===== config.mk =====
export PLATFORM = sky130hd
export DESIGN_NAME = seq_ctrl
export DESIGN_NICKNAME = d
export VERILOG_FILES = /design/src/rtl/seqctl_pkg.sv /design/src/rtl/seqctl_cfg.sv /design/src/rtl/seqctl_cond.sv /design/src/rtl/seqctl_addr.sv /design/src/rtl/seq_ctrl.sv
export SDC_FILE = /design/constraint.sdc
export NUM_CORES = 1
export LEC_CHECK = 0
export BUFFER_PORTS_ARGS = -buffer_cell sky130_fd_sc_hd__buf_2
export CORE_MARGIN = 5
export CORE_UTILIZATION = 30
export DETAILED_ROUTE_END_ITERATION = 12
export PLACE_DENSITY_LB_ADDON = 0.1
export SLEW_MARGIN = 20
export SYNTH_ARGS = -nofsm -noshare
export SYNTH_HDL_FRONTEND = slang
export SYNTH_SLANG_ARGS = --single-unit

===== constraint.sdc =====
create_clock -name clk -period 3 [get_ports clk]
set_clock_uncertainty 0.05 [all_clocks]
set_input_delay 0.75 -clock clk [delete_from_list [all_inputs] [get_ports clk]]
set_output_delay 0.75 -clock clk [all_outputs]
set_load 0.02 [all_outputs]

===== src/rtl/seqctl_pkg.sv =====
package seqctl_pkg;

    typedef enum logic [2:0] {
        OP_NOP    = 3'd0,
        OP_LOAD_A = 3'd1,
        OP_LOAD_B = 3'd2,
        OP_JUMP_A = 3'd3,
        OP_JUMP_B = 3'd4,
        OP_PAUSE  = 3'd5,
        OP_HALT   = 3'd6,
        OP_RSVD   = 3'd7
    } opcode_e;

    typedef enum logic [1:0] {
        CND_ALWAYS = 2'd0,
        CND_EVENT  = 2'd1,
        CND_X      = 2'd2,
        CND_NOTX   = 2'd3
    } cond_e;

    typedef enum logic [1:0] {
        ST_HALT  = 2'b00,
        ST_RUN   = 2'b01,
        ST_PAUSE = 2'b10
    } state_e;

    typedef enum logic [2:0] {
        AD_HOLD,
        AD_NEXT,
        AD_ZERO,
        AD_TO_A,
        AD_TO_B
    } addr_act_e;

    typedef enum logic [1:0] {
        CFG_LAST  = 2'd0,
        CFG_XREG  = 2'd1,
        CFG_EXT   = 2'd2,
        CFG_SPARE = 2'd3
    } cfg_sel_e;

endpackage


===== src/rtl/seqctl_cfg.sv =====
module seqctl_cfg
    import seqctl_pkg::*;
#(
    parameter int AW = 8
) (
    input  logic          clk,
    input  logic          rst_n,
    input  logic          we_i,
    input  logic [1:0]    sel_i,
    input  logic [AW-1:0] data_i,
    output logic [AW-1:0] last_step_o,
    output logic          x_o,
    output cond_e         jmp_cond_o,
    output cond_e         pau_cond_o,
    output cond_e         trg_cond_o,
    output logic          jmp_to_b_o
);

    always_ff @(posedge clk or negedge rst_n) begin
        if (!rst_n) begin
            last_step_o <= '1;
            x_o         <= 1'b0;
            jmp_cond_o  <= CND_ALWAYS;
            pau_cond_o  <= CND_ALWAYS;
            trg_cond_o  <= CND_ALWAYS;
            jmp_to_b_o  <= 1'b0;
        end else if (we_i) begin
            unique case (cfg_sel_e'(sel_i))
                CFG_LAST: last_step_o <= data_i;
                CFG_XREG: x_o <= data_i[0];
                CFG_EXT: begin
                    jmp_cond_o <= cond_e'(data_i[1:0]);
                    pau_cond_o <= cond_e'(data_i[3:2]);
                    trg_cond_o <= cond_e'(data_i[5:4]);
                    jmp_to_b_o <= data_i[6];
                end
                CFG_SPARE: ;
            endcase
        end
    end

endmodule


===== src/rtl/seqctl_cond.sv =====
module seqctl_cond
    import seqctl_pkg::*;
(
    input  cond_e sel_i,
    input  logic  event_i,
    input  logic  x_i,
    output logic  ok_o
);

    always_comb begin
        unique case (sel_i)
            CND_ALWAYS: ok_o = 1'b1;
            CND_EVENT:  ok_o = event_i;
            CND_X:      ok_o = x_i;
            CND_NOTX:   ok_o = !x_i;
        endcase
    end

endmodule


===== src/rtl/seqctl_addr.sv =====
module seqctl_addr
    import seqctl_pkg::*;
#(
    parameter int AW = 8
) (
    input  logic          clk,
    input  logic          rst_n,
    input  addr_act_e     act_i,
    input  logic          ld_a_i,
    input  logic          ld_b_i,
    input  logic [AW-1:0] ld_val_i,
    input  logic [AW-1:0] last_step_i,
    output logic [AW-1:0] step_o
);

    logic [AW-1:0] reg_a;
    logic [AW-1:0] reg_b;
    logic [AW-1:0] step_nxt;
    logic [AW-1:0] step_inc;

    assign step_inc = (step_o == last_step_i) ? '0 : step_o + 1'b1;

    always_comb begin
        unique case (act_i)
            AD_NEXT: step_nxt = step_inc;
            AD_ZERO: step_nxt = '0;
            AD_TO_A: step_nxt = reg_a;
            AD_TO_B: step_nxt = reg_b;
            default: step_nxt = step_o;
        endcase
    end

    always_ff @(posedge clk or negedge rst_n) begin
        if (!rst_n) begin
            step_o <= '0;
            reg_a  <= '0;
            reg_b  <= '0;
        end else begin
            step_o <= step_nxt;
            if (ld_a_i) reg_a <= ld_val_i;
            if (ld_b_i) reg_b <= ld_val_i;
        end
    end

endmodule


===== src/rtl/seq_ctrl.sv =====
module seq_ctrl
    import seqctl_pkg::*;
#(
    parameter int AW = 8,
    localparam int IW = AW + 5
) (
    input  logic          clk,
    input  logic          rst_n,
    input  logic [IW-1:0] instr_i,
    output logic [AW-1:0] step_addr_o,
    input  logic          ext_trig_i,
    input  logic          ext_jump_i,
    input  logic          ext_pause_i,
    input  logic          ext_resume_i,
    input  logic          ext_event_i,
    input  logic          cfg_we_i,
    input  logic [1:0]    cfg_sel_i,
    input  logic [AW-1:0] cfg_data_i,
    output logic [1:0]    state_o,
    output logic          running_o,
    output logic          paused_o,
    output logic          halted_o,
    output logic          halt_done_o
);

    localparam int OP_LSB  = AW + 2;
    localparam int CND_LSB = AW;
    localparam int NCOND   = 4;   // instruction, trigger, jump, pause

    state_e        state_q, state_n;
    logic          pext_q, pext_n;
    logic          set_hd, clr_hd;
    addr_act_e     act;
    logic          ld_a, ld_b;
    logic [AW-1:0] last_step;
    logic          x_flag, jmp_to_b;
    cond_e         jmp_cond, pau_cond, trg_cond;
    cond_e         cond_sel [NCOND];
    logic [NCOND-1:0] cond_ok;
    opcode_e       op;
    logic          q_trig, q_jump, q_pause;

    assign op = opcode_e'(instr_i[OP_LSB +: 3]);
    assign cond_sel[0] = cond_e'(instr_i[CND_LSB +: 2]);
    assign cond_sel[1] = trg_cond;
    assign cond_sel[2] = jmp_cond;
    assign cond_sel[3] = pau_cond;

    seqctl_cfg #(.AW(AW)) u_cfg (
        .clk(clk), .rst_n(rst_n), .we_i(cfg_we_i), .sel_i(cfg_sel_i),
        .data_i(cfg_data_i), .last_step_o(last_step), .x_o(x_flag),
        .jmp_cond_o(jmp_cond), .pau_cond_o(pau_cond), .trg_cond_o(trg_cond),
        .jmp_to_b_o(jmp_to_b)
    );

    for (genvar g = 0; g < NCOND; g++) begin : g_cond
        seqctl_cond u_cond (
            .sel_i(cond_sel[g]), .event_i(ext_event_i), .x_i(x_flag),
            .ok_o(cond_ok[g])
        );
    end

    assign q_trig  = ext_trig_i  && cond_ok[1];
    assign q_jump  = ext_jump_i  && cond_ok[2];
    assign q_pause = ext_pause_i && cond_ok[3];

    seqctl_addr #(.AW(AW)) u_addr (
        .clk(clk), .rst_n(rst_n), .act_i(act), .ld_a_i(ld_a), .ld_b_i(ld_b),
        .ld_val_i(instr_i[AW-1:0]), .last_step_i(last_step),
        .step_o(step_addr_o)
    );

    // next state and address action
    always_comb begin
        state_n = state_q;
        pext_n  = pext_q;
        act     = AD_HOLD;
        ld_a    = 1'b0;
        ld_b    = 1'b0;
        set_hd  = 1'b0;
        clr_hd  = 1'b0;
        unique case (state_q)
            ST_HALT: begin
                if (q_trig) begin
                    state_n = ST_RUN;
                    act     = AD_ZERO;
                    clr_hd  = 1'b1;
                end
            end
            ST_RUN: begin
                if (q_pause) begin
                    state_n = ST_PAUSE;
                    pext_n  = 1'b1;
                end else if (q_jump) begin
                    act = jmp_to_b ? AD_TO_B : AD_TO_A;
                end else if (!cond_ok[0]) begin
                    act = AD_NEXT;
                end else begin
                    unique case (op)
                        OP_LOAD_A: begin ld_a = 1'b1; act = AD_NEXT; end
                        OP_LOAD_B: begin ld_b = 1'b1; act = AD_NEXT; end
                        OP_JUMP_A: act = AD_TO_A;
                        OP_JUMP_B: act = AD_TO_B;
                        OP_PAUSE: begin
                            state_n = ST_PAUSE;
                            pext_n  = 1'b0;
                        end
                        OP_HALT: begin
                            state_n = ST_HALT;
                            set_hd  = 1'b1;
                        end
                        default: act = AD_NEXT;
                    endcase
                end
            end
            ST_PAUSE: begin
                if (ext_resume_i || (pext_q && !q_pause)) begin
                    state_n = ST_RUN;
                    act     = AD_NEXT;
                end
            end
            default: state_n = ST_HALT;
        endcase
    end

    // state register
    always_ff @(posedge clk or negedge rst_n) begin
        if (!rst_n) begin
            state_q     <= ST_HALT;
            pext_q      <= 1'b0;
            halt_done_o <= 1'b0;
        end else begin
            state_q <= state_n;
            pext_q  <= pext_n;
            if (set_hd)      halt_done_o <= 1'b1;
            else if (clr_hd) halt_done_o <= 1'b0;
        end
    end

    // outputs
    always_comb begin
        state_o   = state_q;
        running_o = (state_q == ST_RUN);
        paused_o  = (state_q == ST_PAUSE);
        halted_o  = (state_q == ST_HALT);
    end

endmodule


==> run metrics, run 1 <==
Hold Slack 0.4479 ns; sequential-to-total area share from yosys stat 45.35%; Mapped Area 2450 um^2; CTS root buf clkbuf_8; Clock Latency Late Sink 0.29 ns; unrepaired setup endpoints after global routing false; P_int 1507 uW; count of cell types in the netlist 53; Switching Power 909.0 uW; clock group share of total power 18.9%; vias in the first global route 1,815; Hold Path Sink u_addr.step_o[5]$_DFFE_PN0P_; IO Count 45; syn_area_per_cell 12.13 um^2; Critical Path RT 3.13 ns; area added between synthesis and finish 18.79%; Slew headroom 61.41%; Reg clk slew, reported paths 0.09 ns; Total Die Area 10,070 um^2; initial DRC count 49; CTS buffer count 5; Cells after DPL 352; Tmin final 2.351 ns; final total power 2416 uW; Leak 0.001306 uW; Worst-Margin Slew 0.5788 ns; critical path class input pin to flip-flop; cts hold-fix bufs 0; worst r2r dst u_addr.reg_b[0]$_DFFE_PN0P_; Hold Startpoint u_addr.reg_a[5]$_DFFE_PN0P_; total track usage 12.24%; fillcell total 849; Hold Path Depth 2; final setup fails 0; maximum fanout along the worst path 8; Post-DP HPWL 4.474 mm; Critical Path Source ext_event_i; f_max 425.3 MHz; sequential power share 41.8%; Antenna Cells 0; via count 1,777; pin count of the biggest net entering global routing 45; Setup crit start kind input pin; fraction of layout cells with a size suffix above 1 41.96%; Main synth FF type dfrtp_1; post-route antenna net violation count 0; First-pass DRT Iterations 4; period utilization 78.37%; Initial Util 30.27%; fraction of registers with async set/reset 100.0%; DR vias/cell 4.936; Seq cells post-synth 44; Die X 100.4 um; # rows 33; TritonCTS clock tree done; sw frac 37.63%; initial antenna violation count 0; Port Buf Inserts 44; Max Buffers Root-to-Sink 2; Final TNS setup 0 ns; DR WL/cell 16.72 um; RD Place Congestion 0.7487; Synthesized Nets 234; nets@finish 286; EDFF count, synth 0; Logic pwr share 39.3%; MaxCap Viol Count 0; Post-Route WL 6.019 mm; H-tree levels 2; Final Max Slew Viols 0; # DRC 0; P per Cell Area 830.0 nW/um^2; non-filler cells, final 360; first-pass GRT wire length 9.749 mm; Core Util, Final 35.96%; grt ovf 0; buffers inserted by post-CTS timing repair 0; Syn. warnings 0; post-CTS resize count 0; core area 8093 um^2; Die Y 100.4 um; worst reg2reg path depth 5; status complete, no violations; Mapped Cells 202; setup slack, reg-to-reg 0.71 ns; Worst EP arrival 2.48 ns; RR Startpoint state_o[1]$_DFFE_PN0P_; VDD IR-drop max 0.0003393 V; Clock Sinks 44; hold crit path type flip-flop to flip-flop; Critical Path Sink Type flip-flop; Final Hold Viols 0
## kinds of logic after synthesis
family          count (synthesis)  synth area share (%)
simple gates                   52                 13.48
flops                          44                 45.35
mux                            34                 16.75
compound gates                 44                 14.96
buf+inv                        10                 2.554
fa+ha+maj                       1                0.5106
xor+xnor                       17                 6.384
## Yosys cell counts, types with 2 or more instances
| master | n | share of area (%) |
|---|---|---|
| dfrtp_1 | 36 | 37 |
| mux2_2 | 22 | 10 |
| o21ai_0 | 14 | 2.9 |
| xnor2_1 | 12 | 4.3 |
| nor2_1 | 11 | 1.7 |
| a22oi_1 | 8 | 2.5 |
| dfstp_2 | 8 | 8.6 |
| mux2_4 | 8 | 4.9 |
| a32oi_1 | 5 | 1.8 |
| inv_1 | 5 | 0.77 |
| nand2_1 | 5 | 0.77 |
| nor3b_1 | 4 | 1.2 |
| xor2_1 | 4 | 1.4 |
| a31oi_1 | 3 | 0.77 |
| and2_1 | 3 | 0.77 |
| and3_1 | 3 | 0.77 |
| buf_6 | 3 | 1.4 |
| nand3_1 | 3 | 0.61 |
| nand3b_1 | 3 | 0.92 |
| nand4_1 | 3 | 0.77 |
| nor2b_1 | 3 | 0.77 |
| buf_2 | 2 | 0.41 |
| mux2_1 | 2 | 0.92 |
| mux2i_1 | 2 | 0.82 |
| nand4b_1 | 2 | 0.72 |
## critical path, stage by stage
cell      delay, ns
buf_2          0.12
nor3b_1        0.33
a211o_4        0.22
nand3b_4       0.09
or4b_4         0.64
mux2_4         0.33
## per-stage QoR
stage,setup WS [ns],area (um^2)
final,0.6488,2910
after global routing,0.6086,2910
after CTS,0.6422,2910
after detailed placement,0.3285,2803
after global placement,0.3556,2803
after floorplan,0.5546,2450
## cell usage in the layout (no fill, tap or decap), drive strengths merged, types with 2 or more instances in the layout
cell type / Yosys / routed
xor2: 4 / 4
o21ai: 15 / 15
nor2: 11 / 11
dfrtp: 36 / 36
buf: 5 / 50
nor3b: 4 / 4
mux2: 32 / 32
nor2b: 3 / 3
inv: 5 / 5
a32oi: 5 / 5
clkbuf: 0 / 6
nand3: 3 / 3
xnor2: 13 / 13
and2: 4 / 4
nand4: 3 / 3
nand3b: 4 / 4
and3: 3 / 3
nand2: 5 / 5
a31oi: 3 / 3
a221oi: 2 / 2
mux2i: 2 / 2
and2b: 2 / 2
nand4b: 2 / 2
a22oi: 9 / 9
dfstp: 8 / 8
## power groups by stage
stage | registers, uW | logic (uW) | clock network, uW
2_1_floorplan | 1000 | 653 | 0
3_3_place_gp | 1020 | 956 | 0
3_5_place_dp | 1020 | 960 | 0
4_1_cts | 1010 | 964 | 470
5_1_grt | 1040 | 1040 | 497
6_report | 1010 | 950 | 457
## cell type report
class	instances	area, um^2	share of cell area [%]
tap	105	131.4	4.514
inverter	5	18.77	0.6449
sequential	44	1111	38.18
timing repair buffer	50	265.3	9.114
clock inverter	2	35.03	1.204
clock buffer	6	72.57	2.494
multi-input combinational	148	1276	43.85
## sequential cells by signal, indices dropped and copies added (netlist names), 2 cells and up
| name | cells |
|---|---|
| state_o | 2 |
| u_addr.reg_a | 8 |
| u_addr.reg_b | 8 |
| u_addr.step_o | 8 |
| u_cfg.jmp_cond_o | 2 |
| u_cfg.last_step_o | 8 |
| u_cfg.pau_cond_o | 2 |
| u_cfg.trg_cond_o | 2 |
## metal layers
metal | vias to the layer above | GRT usage, % | share of wire, %
met5 | - | 0 | 0
met4 | 0 | 2.487 | 0.55
met3 | 2 | 3.058 | 5.2
met2 | 35 | 18.04 | 44
met1 | 882 | 18.14 | 50
li1 | 858 | - | -
## worst max path at each step
stage,slack [ns],to
after CTS,0.64,u_addr.reg_b[1]$_DFFE_PN0P_
after floorplan,0.55,u_addr.reg_b[0]$_DFFE_PN0P_
after global placement,0.36,u_addr.reg_b[3]$_DFFE_PN0P_
final,0.65,u_addr.reg_b[0]$_DFFE_PN0P_
after detailed placement,0.33,u_addr.reg_b[1]$_DFFE_PN0P_
after global routing,0.61,u_addr.reg_b[1]$_DFFE_PN0P_
Note: power is estimated with default switching activity, not from simulation.
==> run 2, diff against run 1 <==
ABC_AREA = 1   (was unset)
clock period = 2.1 ns   (was 3 ns; I/O delays follow)
==> run 2 against run 1 <==
  * Synthesized cell count rose by 67%
  * Register-to-register slack got worse by 0.50 ns
  * Global-route usage is 0.17 points higher
  * Wire length increased by 1.6%
  * Critical path type is now flip-flop to flip-flop
  * Critical endpoint is now u_addr.reg_a[0]$_DFFE_PN0P_
==> run metrics, run 2 <==
buffers inserted by post-CTS timing repair 0 (unchanged); sequential power share 40.1% (was 41.8%); # rows 33 (unchanged); adder-cell share of the synthesized area 0.4880% (was 0.5107%); leading area contributor after synthesis dfrtp_1 (unchanged); period utilization 89.83%; Core Util, Final 37.11% (was 35.96%); RD Place Congestion 0.7671 (was 0.7487); fillcell total 899 (was 849); nets@finish 421 (was 286); first-pass GRT wire length 10.37 mm (was 9.749 mm); Compound-Gate Fraction of Synth Area 13.08% (was 14.96%); area added between synthesis and finish 19.52% (was 18.79%); f_max 530.1 MHz; count of cell types in the netlist 29 (was 53); DR vias/cell 4.440 (was 4.936); initial DRC count 70 (was 49); post-route antenna net violation count 0 (unchanged); P_int 2096 uW (was 1507 uW); Logic pwr share 41.1% (was 39.3%); DR WL/cell 12.36 um (was 16.72 um); Synth area leaders dfrtp_1 35%, nand2_1 14%, dfstp_2 8.2%, inv_1 6.4%, o21ai_2 5.5% (was dfrtp_1 37%, mux2_2 10%, dfstp_2 8.6%, mux2_4 4.9%, xnor2_1 4.3%); post-synthesis simple-gate area fraction 31.14% (was 13.48%); Max Buffers Root-to-Sink 2 (unchanged); initial antenna violation count 0 (unchanged); Die X 102.4 um (was 100.4 um); Crit path max-delay family simple AND/OR/NAND/NOR gates (unchanged); Leak 0.001587 uW (was 0.001306 uW); met1 usage 16.83% (was 18.14%); cts hold-fix bufs 0 (unchanged); EDFF count, synth 0 (unchanged); Switching Power 1483 uW (was 909.0 uW); Clock Latency Late Sink 0.29 ns (about the same); most common cell after layout, fill and taps aside nand2_1 (was buf_2); Critical Path Sink Type flip-flop (unchanged); MaxCap Viol Count 0 (unchanged); Final Max Slew Viols 0 (unchanged); Post-Synth XOR/XNOR Area 2.733% (was 6.384%); Syn. warnings 0 (unchanged); multiplexer area fraction after synthesis 0.4392% (was 16.75%); WP buf/inv 2 (was 1); unrepaired setup endpoints after global routing false (unchanged); max incr delay on CP 0.41 ns (was 0.64 ns); final total power 3579 uW (was 2416 uW); GRT busiest layer met2 (was met1); CTS root buf clkbuf_8 (unchanged); CP max-delay cell dfrtp_1 (was or4b_4); Total Die Area 10,490 um^2 (was 10,070 um^2); Mapped Cells 337 (was 202); Setup crit start kind flip-flop (was input pin); IO Count 45 (unchanged); Die Y 102.4 um (was 100.4 um); critical path class flip-flop to flip-flop (was input pin to flip-flop); pin count of the biggest net entering global routing 45 (unchanged); met3 usage 2.662% (was 3.058%); P per Cell Area 1168 nW/um^2 (was 830.0 nW/um^2); crit-path cells inv_2, nand3_1, nand2_1, nand2_2, a21oi_4, inv_4, nor2_4, nand4_4, nand2_1, o21ai_2 (was buf_2, nor3b_1, a211o_4, nand3b_4, or4b_4, mux2_4); status complete, no violations (unchanged); Reg clk slew, reported paths 0.09 ns (about the same); Port Buf Inserts 44 (unchanged); most frequent cell after synthesis nand2_1 (was dfrtp_1); share of the synthesized area in the top cell type 35.14% (was 36.77%); H-tree levels 2 (unchanged); sw frac 41.44% (was 37.63%); CTS buffer count 5 (unchanged); Synthesized Nets 369 (was 234); Antenna Cells 0 (unchanged); hold crit path type input pin to asynchronous set/reset pin (was flip-flop to flip-flop); maximum fanout along the worst path 16 (was 8); largest family of logic cells by synthesized area simple AND/OR/NAND/NOR gates (was multiplexers); Tmin final 1.886 ns; final setup fails 0 (unchanged); setup slack, reg-to-reg 0.21 ns (was 0.71 ns); VDD IR-drop max 0.0003373 V (was 0.0003393 V); # DRC 0 (unchanged); Post-DP HPWL 4.732 mm (was 4.474 mm); vias in the first global route 2,157 (was 1,815); core area 8258 um^2 (was 8093 um^2); met2 Use GR 20.46% (was 18.04%); Post-Route WL 6.117 mm (was 6.019 mm); Critical Path RT 2.23 ns (was 3.13 ns); worst r2r dst u_addr.reg_a[0]$_DFFE_PN0P_ (was u_addr.reg_b[0]$_DFFE_PN0P_); Final Hold Viols 0 (unchanged); cell mode on critical path nand2_1; worst reg2reg path depth 10 (was 5); Worst EP arrival 2.02 ns (was 2.48 ns); TritonCTS clock tree done (unchanged); fraction of registers with async set/reset 100.0% (unchanged); total track usage 12.41% (was 12.24%); First-pass DRT Iterations 4 (unchanged); sequential-to-total area share from yosys stat 43.34% (was 45.35%); grt ovf 0 (unchanged); via count 2,198 (was 1,777); Initial Util 31.05% (was 30.27%); Seq cells post-synth 44 (unchanged); Clock Sinks 44 (unchanged); commonest cells after routing, fill and taps aside 99 x nand2_1, 44 x inv_1, 44 x buf_2 (was 44 x buf_2, 36 x dfrtp_1, 22 x mux2_2); Mapped Area 2564 um^2 (was 2450 um^2); RR Startpoint u_cfg.x_o$_DFFE_PN0P_ (was state_o[1]$_DFFE_PN0P_); syn_area_per_cell 7.607 um^2 (was 12.13 um^2); fraction of layout cells with a size suffix above 1 26.92% (was 41.96%); Worst-Margin Slew 0.4411 ns (was 0.5788 ns); Slew headroom 70.51% (was 61.41%); Main synth FF type dfrtp_1 (unchanged); most frequent cells after synthesis 99 x nand2_1, 44 x inv_1, 36 x dfrtp_1 (was 36 x dfrtp_1, 22 x mux2_2, 14 x o21ai_0); clock group share of total power 18.8% (was 18.9%)
[run 2: what timing repair did]
item,4_1_cts,5_1_grt
hold endpoints to repair,0,0
setup endpoints to repair,0,3
gates resized for setup,0,1
[run 2: kinds of logic after synthesis]
group	count (synthesis)
simple gates	176
buf+inv	55
compound gates	52
flops	44
xor+xnor	8
mux	1
fa+ha+maj	1
[run 2: how the worst max path moves through the flow]
stage	slack, ns	cells past startpoint	endpoint	from
finish	0.21	10	u_addr.reg_a[0]$_DFFE_PN0P_	u_cfg.x_o$_DFFE_PN0P_
global route	0.006	10	u_addr.reg_b[2]$_DFFE_PN0P_	u_cfg.x_o$_DFFE_PN0P_
CTS	0.20	10	u_addr.reg_a[0]$_DFFE_PN0P_	u_cfg.x_o$_DFFE_PN0P_
detailed placement	-0.008	11	u_addr.step_o[6]$_DFFE_PN0P_	ext_event_i
global placement	-0.03	11	u_addr.step_o[4]$_DFFE_PN0P_	ext_event_i
floorplan	0.26	10	u_addr.reg_b[7]$_DFFE_PN0P_	state_o[0]$_DFFE_PN0P_
[run 2: through the flow]
step           setup TNS, ns  worst slack [ns]  hold slack (ns)  cell area [um^2]  instances
2_1_floorplan              0            0.2647           0.1794              2564        337
3_3_place_gp        -0.09490          -0.03258           0.4231              2942        487
3_5_place_dp       -0.009891         -0.007700           0.4253              2942        487
4_1_cts                    0            0.1997           0.1456              3057        495
5_1_grt                    0          0.005839           0.1547              3064        495
6_report                   0            0.2136           0.1343              3064        495
[run 2: power groups by stage]
stage | clock network, uW | registers (uW) | logic, uW
finish | 673 | 1430 | 1470
global route | 732 | 1480 | 1690
CTS | 701 | 1440 | 1490
detailed placement | 0 | 1450 | 1490
global placement | 0 | 1450 | 1480
floorplan | 0 | 1460 | 1000
[run 2: final cells by class]
type	count	area [um^2]	area share [%]
Multi-Input combinational cell	238	1235	40.30
Sequential cell	44	1111	36.26
Timing Repair Buffer	51	285.3	9.310
Inverter	49	186.4	6.084
Tap cell	105	131.4	4.287
Clock buffer	5	68.82	2.246
Clock inverter	3	46.29	1.511
[run 2: worst reg2reg max path, stage by stage, from the launching register on]
cell and delay, ns:
dfrtp_1 0.41, inv_2 0.12, nand3_1 0.08, nand2_1 0.09, nand2_2 0.08, a21oi_4 0.25, inv_4 0.06, nor2_4 0.13
nand4_4 0.28, nand2_1 0.18, o21ai_2 0.06
[run 2: metal layers]
metal  share of wire [%]  wire length (um)  vias up
li1                    -                 -     1173
met1                  48              2930      982
met2                  47              2856       41
met3                 4.9               301        2
met4                0.47                29        0
met5                   0                 0        -
==> run 3, diff against run 2 <==
BUFFER_PORTS_ARGS = unset   (was -buffer_cell sky130_fd_sc_hd__buf_2)
DONT_BUFFER_PORTS = 1   (was unset)
==> run 3 against run 2 <==
  * Utilization decreased by 2.0 points
  * Largest power group is now sequential cells
  * Via count decreased by 7.2%
  * Critical endpoint is now u_addr.reg_b[0]$_DFFE_PN0P_
  * Highest routed layer unchanged
  * Sequential share of layout area increased by 2.1 points
  * Maximum frequency increased by 0.58%
==> run metrics, run 3 (same netlist as run 2, synthesis figures left out) <==
Top Layer Used met4 (unchanged); Die Y 102.4 um (unchanged); total track usage 12.93% (was 12.41%); P_int 1951 uW (was 2096 uW); Tmin final 1.875 ns (was 1.886 ns); Cell Area, Placed 2746 um^2 (was 2942 um^2); wire length on met3 262 um (was 301 um); RD Place Congestion 0.7817 (was 0.7671); Max Buffers Root-to-Sink 2 (unchanged); VDD IR-drop max 0.0003454 V (was 0.0003373 V); Final TNS setup 0 ns (unchanged); sw frac 43.12% (was 41.44%); Clock Latency Late Sink 0.31 ns (was 0.29 ns); # rows 33 (unchanged); max incr delay on CP 0.40 ns (was 0.41 ns); Worst-Margin Slew 0.4611 ns (was 0.4411 ns); IO Count 45 (unchanged); via count 2,039 (was 2,198); Leak 0.001444 uW (was 0.001587 uW); Setup crit start kind flip-flop (unchanged); non-filler cells, final 460 (was 495); Post-DP HPWL 4.701 mm (was 4.732 mm); hold crit path type input pin to flip-flop (was input pin to asynchronous set/reset pin); status complete, no violations (unchanged); H-tree levels 2 (unchanged); initial DRC count 85 (was 70); Critical Path Sink Type flip-flop (unchanged); Final Hold Viols 0 (unchanged); Post-Route WL 6.160 mm (was 6.117 mm); grt ovf 0 (unchanged); M1 WL 3.097 mm (was 2.930 mm); period utilization 89.31% (was 89.83%); DR vias/cell 4.433 (was 4.440); vias in the first global route 2,091 (was 2,157); Worst EP arrival 2.02 ns (about the same); Critical Path RT 2.24 ns (was 2.23 ns); CTS root buf clkbuf_8 (unchanged); fraction of layout cells with a size suffix above 1 19.44% (was 26.92%); Initial Util 31.05% (unchanged); WP buf/inv 2 (unchanged); # DRC 0 (unchanged); first-pass GRT wire length 10.58 mm (was 10.37 mm); initial antenna violation count 0 (unchanged); commonest cells after routing, fill and taps aside 98 x nand2_1, 44 x inv_1, 36 x dfrtp_1 (was 99 x nand2_1, 44 x inv_1, 44 x buf_2); critical path class flip-flop to flip-flop (unchanged); CP max-delay cell dfrtp_1 (unchanged); Reg clk slew, reported paths 0.09 ns (about the same); maximum fanout along the worst path 16 (unchanged); DR WL/cell 13.39 um (was 12.36 um); crit-path cells inv_2, nand3_1, nand2_1, nand2_2, a21oi_4, inv_4, nor2_4, nand4_4, nand2_1, o21ai_2 (unchanged); area added between synthesis and finish 13.08% (was 19.52%); Die X 102.4 um (unchanged); cell mode on critical path nand2_1 (unchanged); P per Cell Area 1183 nW/um^2 (was 1168 nW/um^2); MaxCap Viol Count 0 (unchanged); Final Max Slew Viols 0 (unchanged); core area 8258 um^2 (unchanged); CTS buffer count 5 (unchanged); First-pass DRT Iterations 4 (unchanged); design area 2899 um^2 (was 3064 um^2); pin count of the biggest net entering global routing 37 (was 45); Clock Sinks 44 (unchanged); nets@finish 386 (was 421); final setup fails 0 (unchanged); Logic pwr share 40.9% (was 41.1%); Core Util, Final 35.11% (was 37.11%); most common cell after layout, fill and taps aside nand2_1 (unchanged); Crit path max-delay family simple AND/OR/NAND/NOR gates (unchanged); Slew headroom 69.19% (was 70.51%); f_max 533.2 MHz (was 530.1 MHz); unrepaired setup endpoints after global routing false (unchanged); Switching Power 1479 uW (was 1483 uW); Cells after DPL 448 (was 487); post-route antenna net violation count 0 (unchanged); fillcell total 921 (was 899); clock group share of total power 16.4% (was 18.8%); metal2 WL 2.752 mm (was 2.856 mm); Port Buf Inserts 0 (was 44); sequential power share 42.7% (was 40.1%); TritonCTS clock tree done (unchanged); Antenna Cells 0 (unchanged); Total Die Area 10,490 um^2 (unchanged)
run 3: stage by stage:
stage / hold slack (ns) / power [uW] / setup slack, ns
2_1_floorplan: 0.1794 / 2461 / 0.2647
3_3_place_gp: 0.1810 / 2873 / 0.09716
3_5_place_dp: 0.1813 / 2880 / 0.1202
4_1_cts: 0.007026 / 3475 / 0.1700
5_1_grt: 0.2895 / 3743 / 0.01386
6_report: 0.2805 / 3431 / 0.2245
run 3: metal layers:
layer / up-vias / GRT usage, %
li1: 1098 / -
met1: 907 / 18.06
met2: 30 / 20.11
met3: 4 / 3.072
met4: 0 / 3.330
met5: - / 0
run 3: final cells by class:
class / count / area, um^2 / share of cell area (%)
Multi-Input combinational cell: 238 / 1230 / 42.43
Sequential cell: 44 / 1111 / 38.33
Inverter: 49 / 186.4 / 6.431
Timing Repair Buffer: 16 / 150.1 / 5.179
Tap cell: 105 / 131.4 / 4.532
Clock buffer: 5 / 68.82 / 2.374
Clock inverter: 3 / 21.27 / 0.7337
run 3: power groups by stage:
stage	registers, uW	logic, uW	clock network (uW)
6_report	1460	1400	564
5_1_grt	1510	1620	610
3_5_place_dp	1490	1390	0
3_3_place_gp	1480	1390	0
4_1_cts	1470	1420	580
2_1_floorplan	1460	1000	0
run 3: final timing paths:
path / slack [ns] / cells after the start / endpoint / startpoint
max: 0.22 / 10 / u_addr.reg_b[0]$_DFFE_PN0P_ / u_cfg.x_o$_DFFE_PN0P_
min: 0.28 / 1 / u_cfg.x_o$_DFFE_PN0P_ / cfg_we_i
max reg2reg: 0.22 / 10 / u_addr.reg_b[0]$_DFFE_PN0P_ / u_cfg.x_o$_DFFE_PN0P_
min reg2reg: 0.45 / 2 / u_addr.reg_a[2]$_DFFE_PN0P_ / u_addr.reg_a[2]$_DFFE_PN0P_
max in group asynchronous: 1.09 / 2 / pext_q$_DFFE_PN0P_ / rst_n
min in group asynchronous: 0.68 / 1 / u_cfg.last_step_o[4]$_DFFE_PN1P_ / rst_n
run 3: what timing repair did:
action | 4_1_cts | 5_1_grt
resized for setup | 0 | 1
endpoints found under the setup margin | 0 | 2
hold endpoints to repair | 36 | 6
setup buffers | 0 | 1
hold buffers | 2 | 1
